### config.mk
export PLATFORM = sky130hd
export DESIGN_NAME = dac_cmd_engine
export DESIGN_NICKNAME = d
export VERILOG_FILES = /design/src/rtl/dac_cmd_pkg.sv /design/src/rtl/dac_cmd_ctrl.sv /design/src/rtl/dac_cmd_dp.sv /design/src/rtl/dac_cmd_engine.sv
export SDC_FILE = /design/constraint.sdc
export NUM_CORES = 1
export LEC_CHECK = 0
export ABC_AREA = 1
export BUFFER_PORTS_ARGS = -buffer_cell sky130_fd_sc_hd__buf_2
export CORE_UTILIZATION = 30
export CTS_CLUSTER_DIAMETER = 50
export DETAILED_ROUTE_END_ITERATION = 16
export PLACE_DENSITY_LB_ADDON = 0.25
export SKIP_CTS_REPAIR_TIMING = 1
export SYNTH_ARGS = -nofsm -noshare
export SYNTH_HDL_FRONTEND = slang
export SYNTH_HIERARCHICAL = 1
export SYNTH_SLANG_ARGS = --single-unit
### constraint.sdc
create_clock -name clk -period 2.74 [get_ports clk]
set_clock_uncertainty 0.1 [all_clocks]
set_input_delay 0.548 -clock clk [delete_from_list [all_inputs] [get_ports clk]]
set_output_delay 0.548 -clock clk [all_outputs]
set_load 0.1 [all_outputs]
### src/rtl/dac_cmd_pkg.sv
package dac_cmd_pkg;
  localparam int BYTE_W    = 8;
  localparam int CODE_W    = 2 * BYTE_W;
  localparam int SPAN_W    = 4;
  localparam int CH_W      = 2;
  localparam int NUM_CH    = 1 << CH_W;
  localparam int NUM_SPANS = 6;

  typedef enum logic [3:0] {
    OP_WR_SPAN         = 4'h2,
    OP_WR_CODE         = 4'h3,
    OP_UPD             = 4'h4,
    OP_UPD_ALL         = 4'h5,
    OP_WR_SPAN_UPD     = 4'h6,
    OP_WR_CODE_UPD     = 4'h7,
    OP_WR_SPAN_UPD_ALL = 4'h8,
    OP_WR_CODE_UPD_ALL = 4'h9,
    OP_RD_IN_SPAN      = 4'hA,
    OP_RD_IN_CODE      = 4'hB,
    OP_RD_ACT_SPAN     = 4'hC,
    OP_RD_ACT_CODE     = 4'hD,
    OP_NOP             = 4'hF
  } dacOp_e;

  typedef struct packed {
    logic            loWr;
    logic            hiWr;
    logic            wrCode;
    logic            wrSpan;
    logic            updOne;
    logic            updAll;
    logic            allCh;
    logic [CH_W-1:0] chan;
    logic            rdBack;
    logic            rdActive;
    logic            rdCode;
  } dacStrobe_t;
endpackage

### src/rtl/dac_cmd_ctrl.sv
module dac_cmd_ctrl
  import dac_cmd_pkg::*;
#(
  parameter int              ADDR_W    = 5,
  parameter logic [ADDR_W-1:0] BASE_ADDR = 5'h08,
  parameter int              LATENCY   = 3
) (
  input  logic              clk,
  input  logic              rstN,
  input  logic [ADDR_W-1:0] busAddr,
  input  logic              busWrEn,
  input  logic [BYTE_W-1:0] busWrData,
  output dacStrobe_t        strb,
  output logic              winHit,
  output logic [1:0]        winOff,
  output logic              cmdDone
);
  localparam int LAT_W = $clog2(LATENCY + 1);

  logic [ADDR_W-1:0] relAddr;
  logic              cmdWr;
  logic [3:0]        opField;
  logic [LAT_W-1:0]  waitCnt;

  assign relAddr = busAddr - BASE_ADDR;
  assign winHit  = (relAddr >> 2) == '0;
  assign winOff  = relAddr[1:0];
  assign cmdWr   = busWrEn && winHit && (winOff == 2'd2);
  assign opField = busWrData[7:4];

  always_comb begin
    strb        = '0;
    strb.loWr   = busWrEn && winHit && (winOff == 2'd0);
    strb.hiWr   = busWrEn && winHit && (winOff == 2'd1);
    strb.chan   = busWrData[CH_W:1];
    strb.allCh  = busWrData[3:0] == 4'hF;
    if (cmdWr) begin
      case (opField)
        OP_WR_SPAN:         strb.wrSpan = 1'b1;
        OP_WR_CODE:         strb.wrCode = 1'b1;
        OP_UPD:             strb.updOne = 1'b1;
        OP_UPD_ALL:         strb.updAll = 1'b1;
        OP_WR_SPAN_UPD:     begin strb.wrSpan = 1'b1; strb.updOne = 1'b1; end
        OP_WR_CODE_UPD:     begin strb.wrCode = 1'b1; strb.updOne = 1'b1; end
        OP_WR_SPAN_UPD_ALL: begin strb.wrSpan = 1'b1; strb.updAll = 1'b1; end
        OP_WR_CODE_UPD_ALL: begin strb.wrCode = 1'b1; strb.updAll = 1'b1; end
        OP_RD_IN_SPAN:      strb.rdBack = 1'b1;
        OP_RD_IN_CODE:      begin strb.rdBack = 1'b1; strb.rdCode = 1'b1; end
        OP_RD_ACT_SPAN:     begin strb.rdBack = 1'b1; strb.rdActive = 1'b1; end
        OP_RD_ACT_CODE:     begin strb.rdBack = 1'b1; strb.rdActive = 1'b1; strb.rdCode = 1'b1; end
        default:            ;
      endcase
    end
  end

  // Completion flag: drops on command accept, rises LATENCY edges later.
  always_ff @(posedge clk) begin
    if (!rstN) begin
      waitCnt <= '0;
      cmdDone <= 1'b1;
    end else if (cmdWr) begin
      waitCnt <= LAT_W'(LATENCY);
      cmdDone <= 1'b0;
    end else if (waitCnt != '0) begin
      waitCnt <= waitCnt - 1'b1;
      if (waitCnt == LAT_W'(1)) cmdDone <= 1'b1;
    end
  end

  assert_done_clears_R11: assert property (@(posedge clk) disable iff (!rstN)
    cmdWr |=> !cmdDone);
  assert_done_fall_cause_R11: assert property (@(posedge clk) disable iff (!rstN)
    $fell(cmdDone) |-> $past(cmdWr));
  assert_single_write_kind_R9: assert property (@(posedge clk) disable iff (!rstN)
    $onehot0({strb.wrCode, strb.wrSpan, strb.rdBack}));
endmodule

### src/rtl/dac_cmd_dp.sv
module dac_cmd_dp
  import dac_cmd_pkg::*;
(
  input  logic                     clk,
  input  logic                     rstN,
  input  logic [BYTE_W-1:0]        busWrData,
  input  dacStrobe_t               strb,
  output logic [BYTE_W-1:0]        loReg,
  output logic [BYTE_W-1:0]        hiReg,
  output logic [NUM_CH*CODE_W-1:0] codeOut,
  output logic [NUM_CH*SPAN_W-1:0] spanOut
);
  logic [NUM_CH*CODE_W-1:0] inCodeFlat;
  logic [NUM_CH*SPAN_W-1:0] inSpanFlat;
  logic [CODE_W-1:0]        newCode;
  logic                     spanOk;
  logic [CODE_W-1:0]        rbCode;
  logic [SPAN_W-1:0]        rbSpan;
  logic [CODE_W-1:0]        rbVal;

  assign newCode = {hiReg, loReg};
  assign spanOk  = loReg[SPAN_W-1:0] < SPAN_W'(NUM_SPANS);

  for (genvar i = 0; i < NUM_CH; i++) begin : g_ch
    logic              selCh, updThis;
    logic [CODE_W-1:0] inCode, actCode, inCodeNext;
    logic [SPAN_W-1:0] inSpan, actSpan, inSpanNext;

    assign selCh      = strb.allCh || (strb.chan == CH_W'(i));
    assign updThis    = strb.updAll || (strb.updOne && selCh);
    assign inCodeNext = (strb.wrCode && selCh) ? newCode : inCode;
    assign inSpanNext = (strb.wrSpan && selCh && spanOk) ? loReg[SPAN_W-1:0] : inSpan;

    always_ff @(posedge clk) begin
      if (!rstN) begin
        inCode  <= '0;
        inSpan  <= '0;
        actCode <= '0;
        actSpan <= '0;
      end else begin
        inCode <= inCodeNext;
        inSpan <= inSpanNext;
        if (updThis) begin
          actCode <= inCodeNext;
          actSpan <= inSpanNext;
        end
      end
    end

    assign inCodeFlat[i*CODE_W +: CODE_W] = inCode;
    assign inSpanFlat[i*SPAN_W +: SPAN_W] = inSpan;
    assign codeOut[i*CODE_W +: CODE_W]    = actCode;
    assign spanOut[i*SPAN_W +: SPAN_W]    = actSpan;

    assert_span_legal_R4: assert property (@(posedge clk) disable iff (!rstN)
      inSpan < SPAN_W'(NUM_SPANS));
  end

  assign rbCode = strb.rdActive ? codeOut[strb.chan*CODE_W +: CODE_W]
                                : inCodeFlat[strb.chan*CODE_W +: CODE_W];
  assign rbSpan = strb.rdActive ? spanOut[strb.chan*SPAN_W +: SPAN_W]
                                : inSpanFlat[strb.chan*SPAN_W +: SPAN_W];
  assign rbVal  = strb.rdCode ? rbCode : {{(CODE_W-SPAN_W){1'b0}}, rbSpan};

  always_ff @(posedge clk) begin
    if (!rstN) begin
      loReg <= '0;
      hiReg <= '0;
    end else if (strb.rdBack) begin
      loReg <= rbVal[BYTE_W-1:0];
      hiReg <= rbVal[CODE_W-1:BYTE_W];
    end else begin
      if (strb.loWr) loReg <= busWrData;
      if (strb.hiWr) hiReg <= busWrData;
    end
  end

  assert_active_hold_R5: assert property (@(posedge clk) disable iff (!rstN)
    !(strb.updOne || strb.updAll) |=> ($stable(codeOut) && $stable(spanOut)));
  assert_hi_hold_R2: assert property (@(posedge clk) disable iff (!rstN)
    !(strb.hiWr || strb.rdBack) |=> $stable(hiReg));
endmodule

### src/rtl/dac_cmd_engine.sv
module dac_cmd_engine
  import dac_cmd_pkg::*;
#(
  parameter int                ADDR_W    = 5,
  parameter logic [ADDR_W-1:0] BASE_ADDR = 5'h08,
  parameter int                LATENCY   = 3
) (
  input  logic                     clk,
  input  logic                     rstN,
  input  logic [ADDR_W-1:0]        busAddr,
  input  logic                     busWrEn,
  input  logic [7:0]               busWrData,
  output logic [7:0]               busRdData,
  output logic [NUM_CH*CODE_W-1:0] codeOut,
  output logic [NUM_CH*SPAN_W-1:0] spanOut,
  output logic                     cmdDone
);
  dacStrobe_t        strb;
  logic              winHit;
  logic [1:0]        winOff;
  logic [BYTE_W-1:0] loReg, hiReg;

  dac_cmd_ctrl #(.ADDR_W(ADDR_W), .BASE_ADDR(BASE_ADDR), .LATENCY(LATENCY)) u_ctrl (
    .clk(clk), .rstN(rstN), .busAddr(busAddr), .busWrEn(busWrEn),
    .busWrData(busWrData), .strb(strb), .winHit(winHit), .winOff(winOff),
    .cmdDone(cmdDone)
  );

  dac_cmd_dp u_dp (
    .clk(clk), .rstN(rstN), .busWrData(busWrData), .strb(strb),
    .loReg(loReg), .hiReg(hiReg), .codeOut(codeOut), .spanOut(spanOut)
  );

  always_comb begin
    busRdData = '0;
    if (winHit) begin
      case (winOff)
        2'd0:    busRdData = loReg;
        2'd1:    busRdData = hiReg;
        2'd3:    busRdData = {cmdDone, 7'b0};
        default: busRdData = '0;
      endcase
    end
  end
endmodule

==> metrics.cfg, run 1 <==
[status]
status = completed

[global_routing]
grt_start_max_net_pins = 94
antenna_found_initial = 0
grt_usage = 0.193
first_global_vias = 7256
gr-total-overflow = 0
grt_pass1_wl_mm = 42.3

[placement]
dp_hpwl_mm = 19.1
port_buffers = 104
gp_congestion = 0.856

[job]
cap_viol_max_count = 0

[critical_path]
critPathTopFamily = flip-flops
start_kind = flip-flop
rr_worst_depth = 5
worst_setup_path_end_kind = output pin
cp_max_fo = 6
crit_top_cell = nand3_1
cp_num_buf_inv = 2
crit_chain = nand3_1 -> nand3_1 -> nand2_1 -> inv_1 -> buf_2
slowest_stage = dfxtp_1
required_ns = 2.09
crit_type = flip-flop to output pin
arrival_ns = 1.69
rrSetupSlack_ns = 0.87
r2r-end = u_dp/g_ch[3].actSpan[1]
r2r-start = u_dp/loReg[2]
cpPeakStageDelay_ns = 0.54

[floorplan]
fp.dieH_um = 169
core_mm2 = 0.0271
io_pins = 105
start_util = 0.308
die_x_um = 169
dieArea_mm2 = 0.0285
placementRows = 60

[synthesis]
yosys.area_share.simple = 0.241
yosysSeqAreaShare = 0.429
synth_top_family_by_area = simple AND/OR/NAND/NOR gates
syn_area_per_cell_um2 = 6.80
syn_area_mm2 = 0.00835
async_flop_share = 0
synth_top_area_frac = 0.429
synth-xor-area-share = 0.00105
ys_types = 28
ys.flop_type = dfxtp_1
synth_cells = 1228
synthMuxAreaShare = 0.0132
synth.area.top_cells = dfxtp_1 (43%), nand2_1 (12%), o21ai_0 (10%), inv_1 (6.9%), a21oi_1 (6.2%)
synthesis.nets = 1246
synth_edf_count = 0
synthAdderAreaFrac = 0.00300
yosysTopAreaCell = dfxtp_1
synth_compound_area_frac = 0.195
ys_warn_count = 6
ys_ff_latch = 179

[clocking]
clk_latency_ns = 0.44
cts_buffers = 17
clock-sinks = 179
cts_root_buf = clkbuf_16
htree_levels = 4
cts_tree = built
path_clk_slew_ns = 0.07
clockBufferDepth = 2

[sta]
tightest_slew_ns = 0.599
min_period_ns = 2.34
max_slew_margin = 0.599
report.final.setup_viol = 0
slew_violations = 0
rsz0062_at_grt = no
hold_violations = 0
finalSetupTns_ns = 0
fmax_ghz = 0.428
fin_crit_sh = 0.853

[pwr]
total_power_uw = 5380
power_density_mw_per_mm2 = 539
p_leak_uw = 0.00480
peakVddDrop_mv = 0.274

[route]
dr_total_vias = 8013
wl_per_cell_um = 16.2
antenna_left = 0
wirelength_mm = 27.2
drtIter0Drc = 729
vias_per_cell = 4.76
drc = 0
first_pass_iters = 7

[hold_path]
holdPathEnd = u_dp/g_ch[0].inSpan[3]
hold_path.startpoint = u_dp/g_ch[0].inSpan[3]
hp-class = flip-flop to flip-flop
min_path_cells = 2

[cells_and_area]
fin_nets = 1317
mostFrequentLayoutCells = nand2_1 (262), dfxtp_1 (179), o21ai_0 (168), inv_1 (153), nor2_1 (128)
drive_gt1_frac = 0.145
syn_to_final_growth_pct = 19.6
layout.cells.most_common = nand2_1
antennaDiodeCount = 0

registers in the layout (all words and copies together), names as in the netlist:
name,cells
u_ctrl/cmdDone,1
u_ctrl/waitCnt,2
u_dp/g_ch.actCode,64
u_dp/g_ch.actSpan,16
u_dp/g_ch.inCode,64
u_dp/g_ch.inSpan,16
u_dp/hiReg,8
u_dp/loReg,8
synth_stat cells (11+ instances only):
master	n
mux2i_1	11
dfxtp_1	179
o211ai_1	29
nand4_1	13
clkbuf_1	32
nand2_1	262
buf_2	31
nand3_1	72
o21ai_0	168
nor2_1	129
inv_1	154
a21oi_1	104
worst reg2reg max path, cell delays in order (launching register included):
cell and delay, ns:
dfxtp_1 0.37, buf_4 0.22, a21oi_2 0.42, nand2_1 0.26
o21ai_0 0.28, a21oi_1 0.10
stage by stage:
| stage | util | hold slack, ns | instance area, um2 | cells | setup WS (ns) |
|---|---|---|---|---|---|
| 6_report | 0.369 | 0.372 | 9990 | 1684 | 0.402 |
| 5_1_grt | 0.369 | 0.410 | 9990 | 1684 | 0.342 |
| 3_3_place_gp | 0.347 | 0.366 | 9400 | 1652 | 0.231 |
| 4_1_cts | 0.369 | 0.374 | 9990 | 1684 | 0.402 |
| 2_1_floorplan | - | 0.340 | 8380 | 1228 | 0.221 |
| 3_5_place_dp | 0.347 | 0.364 | 9400 | 1652 | 0.147 |
cells by family (layout without fill, tap and decap cells):
kind of cell	Yosys count	after routing
muxes	11	11
and+or+nand+nor	489	489
adders and majority gates	2	2
buffers and inverters	237	321
xor gates and xnor gates	1	1
AOI/OAI and AO/OA	309	309
DFF	179	179
how the worst max path moves through the flow:
| stage | startpoint | endpoint | slack (ns) | cells past startpoint |
|---|---|---|---|---|
| after floorplan | busAddr[1] | busRdData[0] | 0.22 | 4 |
| after global placement | busAddr[1] | u_dp/g_ch[3].actSpan[1] | 0.23 | 10 |
| after detailed placement | busAddr[1] | u_dp/g_ch[3].actSpan[1] | 0.15 | 10 |
| after CTS | u_dp/hiReg[7] | busRdData[7] | 0.40 | 5 |
| after global routing | u_dp/hiReg[7] | busRdData[7] | 0.34 | 5 |
| final | u_dp/hiReg[7] | busRdData[7] | 0.40 | 5 |
metal layers:
metal,vias to the layer above,wire length [um],track usage
met5,-,0,0
met4,0,295,0.0510
met3,20,1710,0.0304
met2,228,11500,0.282
met1,3687,13700,0.291
li1,4078,-,-
power by group:
group          total, uW  switching (uW)  internal [uW]
clock network       2430            1120           1300
logic                307             225           82.8
registers           2650            24.2           2630
area by class of cell:
cell class	count	area, um2
Clock buffer	18	439
Tap cell	372	465
Inverter	158	593
Fill cell	2910	17100
Multi-Input combinational cell	812	3820
Sequential cell	179	3580
Timing Repair Buffer	131	941
Clock inverter	14	144
(Power assumes the default switching activity.)
==> inputs of run 2 (changes only) <==
--- a/config.mk
+++ b/config.mk
@@ -5,7 +5,6 @@
 export SDC_FILE = /design/constraint.sdc
 export NUM_CORES = 1
 export LEC_CHECK = 0
-export ABC_AREA = 1
 export BUFFER_PORTS_ARGS = -buffer_cell sky130_fd_sc_hd__buf_2
 export CORE_UTILIZATION = 30
 export CTS_CLUSTER_DIAMETER = 50
==> run 2 against run 1 <==
First-iteration DRC count is 39% lower. Combinational power increased by 13%. Via count decreased by 16%. Flip-flop and latch count is the same. Routed wire length decreased by 4.8%. Worst setup slack worse by 0.093 ns. Non-clock buffer count grew 28. Sequential power about the same. Design area is 2.3% higher. Critical path depth shrank 2. Count of clock-buffer cells in the layout up 1. Largest power group unchanged. Highest routed layer unchanged.
==> metrics.cfg, run 2 <==
[synthesis]
yosysSeqAreaShare = 0.431
syn_area_mm2 = 0.00832
ys_ff_latch = 179
async_flop_share = 0
synthesis.nets = 875
synth.area.top_cells = dfxtp_1 (43%), mux2i_1 (19%), nor2_1 (5.6%), a211oi_1 (5.1%), a211oi_2 (3.0%)
ys_types = 56
synth.most_common_cell = dfxtp_1
ys.flop_type = dfxtp_1
synth_cells = 857
synth_top_area_frac = 0.431
syn_area_per_cell_um2 = 9.71
ys_warn_count = 6
synth_edf_count = 0
synth_common_cells = dfxtp_1 (179), mux2i_1 (157), nor2_1 (123), a211oi_1 (57), nor3_1 (40)
yosysTopAreaCell = dfxtp_1

[global_routing]
gr-total-overflow = 0
grt_usage = 0.184
first_global_vias = 6545
antenna_found_initial = 0
grt_pass1_wl_mm = 39.4
grt_start_max_net_pins = 66

[route]
antenna_left = 0
first_pass_iters = 5
drc = 0
vias_per_cell = 5.01
drtIter0Drc = 448
dr_total_vias = 6712
wirelength_mm = 25.9
wl_per_cell_um = 19.3

[cells_and_area]
n_fill_cell = 2741
drive_gt1_frac = 0.239
fin_nets = 975
stdcell_area_mm2 = 0.0102
top_regs = u_dp/g_ch.actCode: 64 flops, u_dp/g_ch.inCode: 64 flops
layout.cells.most_common = dfxtp_1
final_core_util = 0.377
antennaDiodeCount = 0
mostFrequentLayoutCells = dfxtp_1 (179), mux2i_1 (157), nor2_1 (123), buf_2 (97), a211oi_1 (56)
syn_to_final_growth_pct = 22.9

[sta]
min_period_ns = 2.43
hold_violations = 0
rsz0062_at_grt = no
finalSetupTns_ns = 0
slew_violations = 0
fin_crit_sh = 0.887
max_slew_margin = 0.403
tightest_slew_ns = 0.892
holdWs_ns = 0.347
fmax_ghz = 0.411
report.final.setup_viol = 0

[placement]
placed_cell_area_mm2 = 0.00961
dp_hpwl_mm = 18.3
gp_congestion = 0.855
port_buffers = 104

[status]
status = completed

[pwr]
p_int_uw = 4230
combPwrFrac = 0.062
switching_share = 0.242
p_leak_uw = 0.00437
peakVddDrop_mv = 0.304
pwr-share-clk = 0.463
power_density_mw_per_mm2 = 546
p_switching_uw = 1350
p_seq_frac = 0.475

[clocking]
cts_root_buf = clkbuf_16
clk_latency_ns = 0.43
clockBufferDepth = 2
cts_tree = built
htree_levels = 4
cts_buffers = 17
clock-sinks = 179
path_clk_slew_ns = 0.07

[critical_path]
cp_num_buf_inv = 1
required_ns = 2.09
critPathTopFamily = flip-flops
cpPeakStageDelay_ns = 0.56
crit_type = flip-flop to output pin
cp_max_fo = 6
slowest_stage = dfxtp_1
start_kind = flip-flop
r2r-start = u_dp/loReg[3]
crit_chain = mux2_4 -> o211a_1 -> buf_2
arrival_ns = 1.78
worst_setup_path_end_kind = output pin
crit_path_start = u_dp/hiReg[7]

[floorplan]
dieArea_mm2 = 0.0284
placementRows = 60
io_pins = 105
die_x_um = 169
start_util = 0.307
core_mm2 = 0.0271
fp.dieH_um = 169

[hold_path]
hold_path.startpoint = rstN
hp-class = input pin to flip-flop

[job]
cap_viol_max_count = 0

[run 2: cell count changes in the layout (fill, tap and decap cells not counted), moves of 38 or more]
cell / change
nand2_1: -239
mux2i_1: +146
o21ai_0: -146
inv_1: -139
a21oi_1: -80
nand3_1: -68
a211oi_1: +56
nor3_1: +38
[run 2: worst min-delay path, delay by kind of cell]
| kind | cells | cell delay, ns |
|---|---|---|
| AO/OA/AOI/OAI | 2 | 0.13 |
| buffers and inverters | 1 | 0.16 |
[run 2: final cells by class]
cell class / count / area (um2) / share of cell area
Multi-Input combinational cell: 585 / 4300 / 0.421
Clock inverter: 12 / 168 / 0.0164
Inverter: 15 / 58.8 / 0.00575
Sequential cell: 179 / 3580 / 0.351
Clock buffer: 19 / 443 / 0.0433
Tap cell: 372 / 465 / 0.0455
Timing Repair Buffer: 159 / 1200 / 0.118
[run 2: cell families after synthesis]
group,after synthesis,synth area share
XOR/XNOR,2,0.00211
flip-flops,179,0.431
multiplexers,164,0.207
buffers and inverters,93,0.0552
AND/OR/NAND/NOR,235,0.131
adder cells (fa/ha/maj),2,0.00301
AO/OA/AOI/OAI,182,0.171
[run 2: stage by stage]
stage	setup slack [ns]	std cells	power (uW)
after global placement	0.0536	1310	3050
final	0.309	1341	5580
after CTS	0.237	1341	5640
after floorplan	-0.150	857	2960
after detailed placement	0.00192	1310	3060
after global routing	0.228	1341	5780
[run 2: path summary, 6_finish.rpt]
path,end,slack [ns],cells after the start
worst max-delay path,busRdData[7],0.31,3
worst min-delay path,u_dp/loReg[7],0.35,3
worst max register to register,u_dp/g_ch[1].actSpan[0],0.94,5
worst min register to register,u_dp/g_ch[3].actSpan[3],0.37,2
[run 2: power by group through the flow]
stage	logic, uW	registers, uW	clock network (uW)
floorplan	223	2740	0
global placement	345	2710	0
detailed placement	350	2710	0
CTS	351	2650	2640
global route	378	2650	2750
finish	348	2650	2580
[run 2: metal layers]
metal | track usage | vias up | share of wire
li1 | - | 3314 | -
met1 | 0.245 | 3217 | 0.47
met2 | 0.302 | 168 | 0.47
met3 | 0.0386 | 13 | 0.052
met4 | 0.0466 | 0 | 0.012
met5 | 0 | - | 0
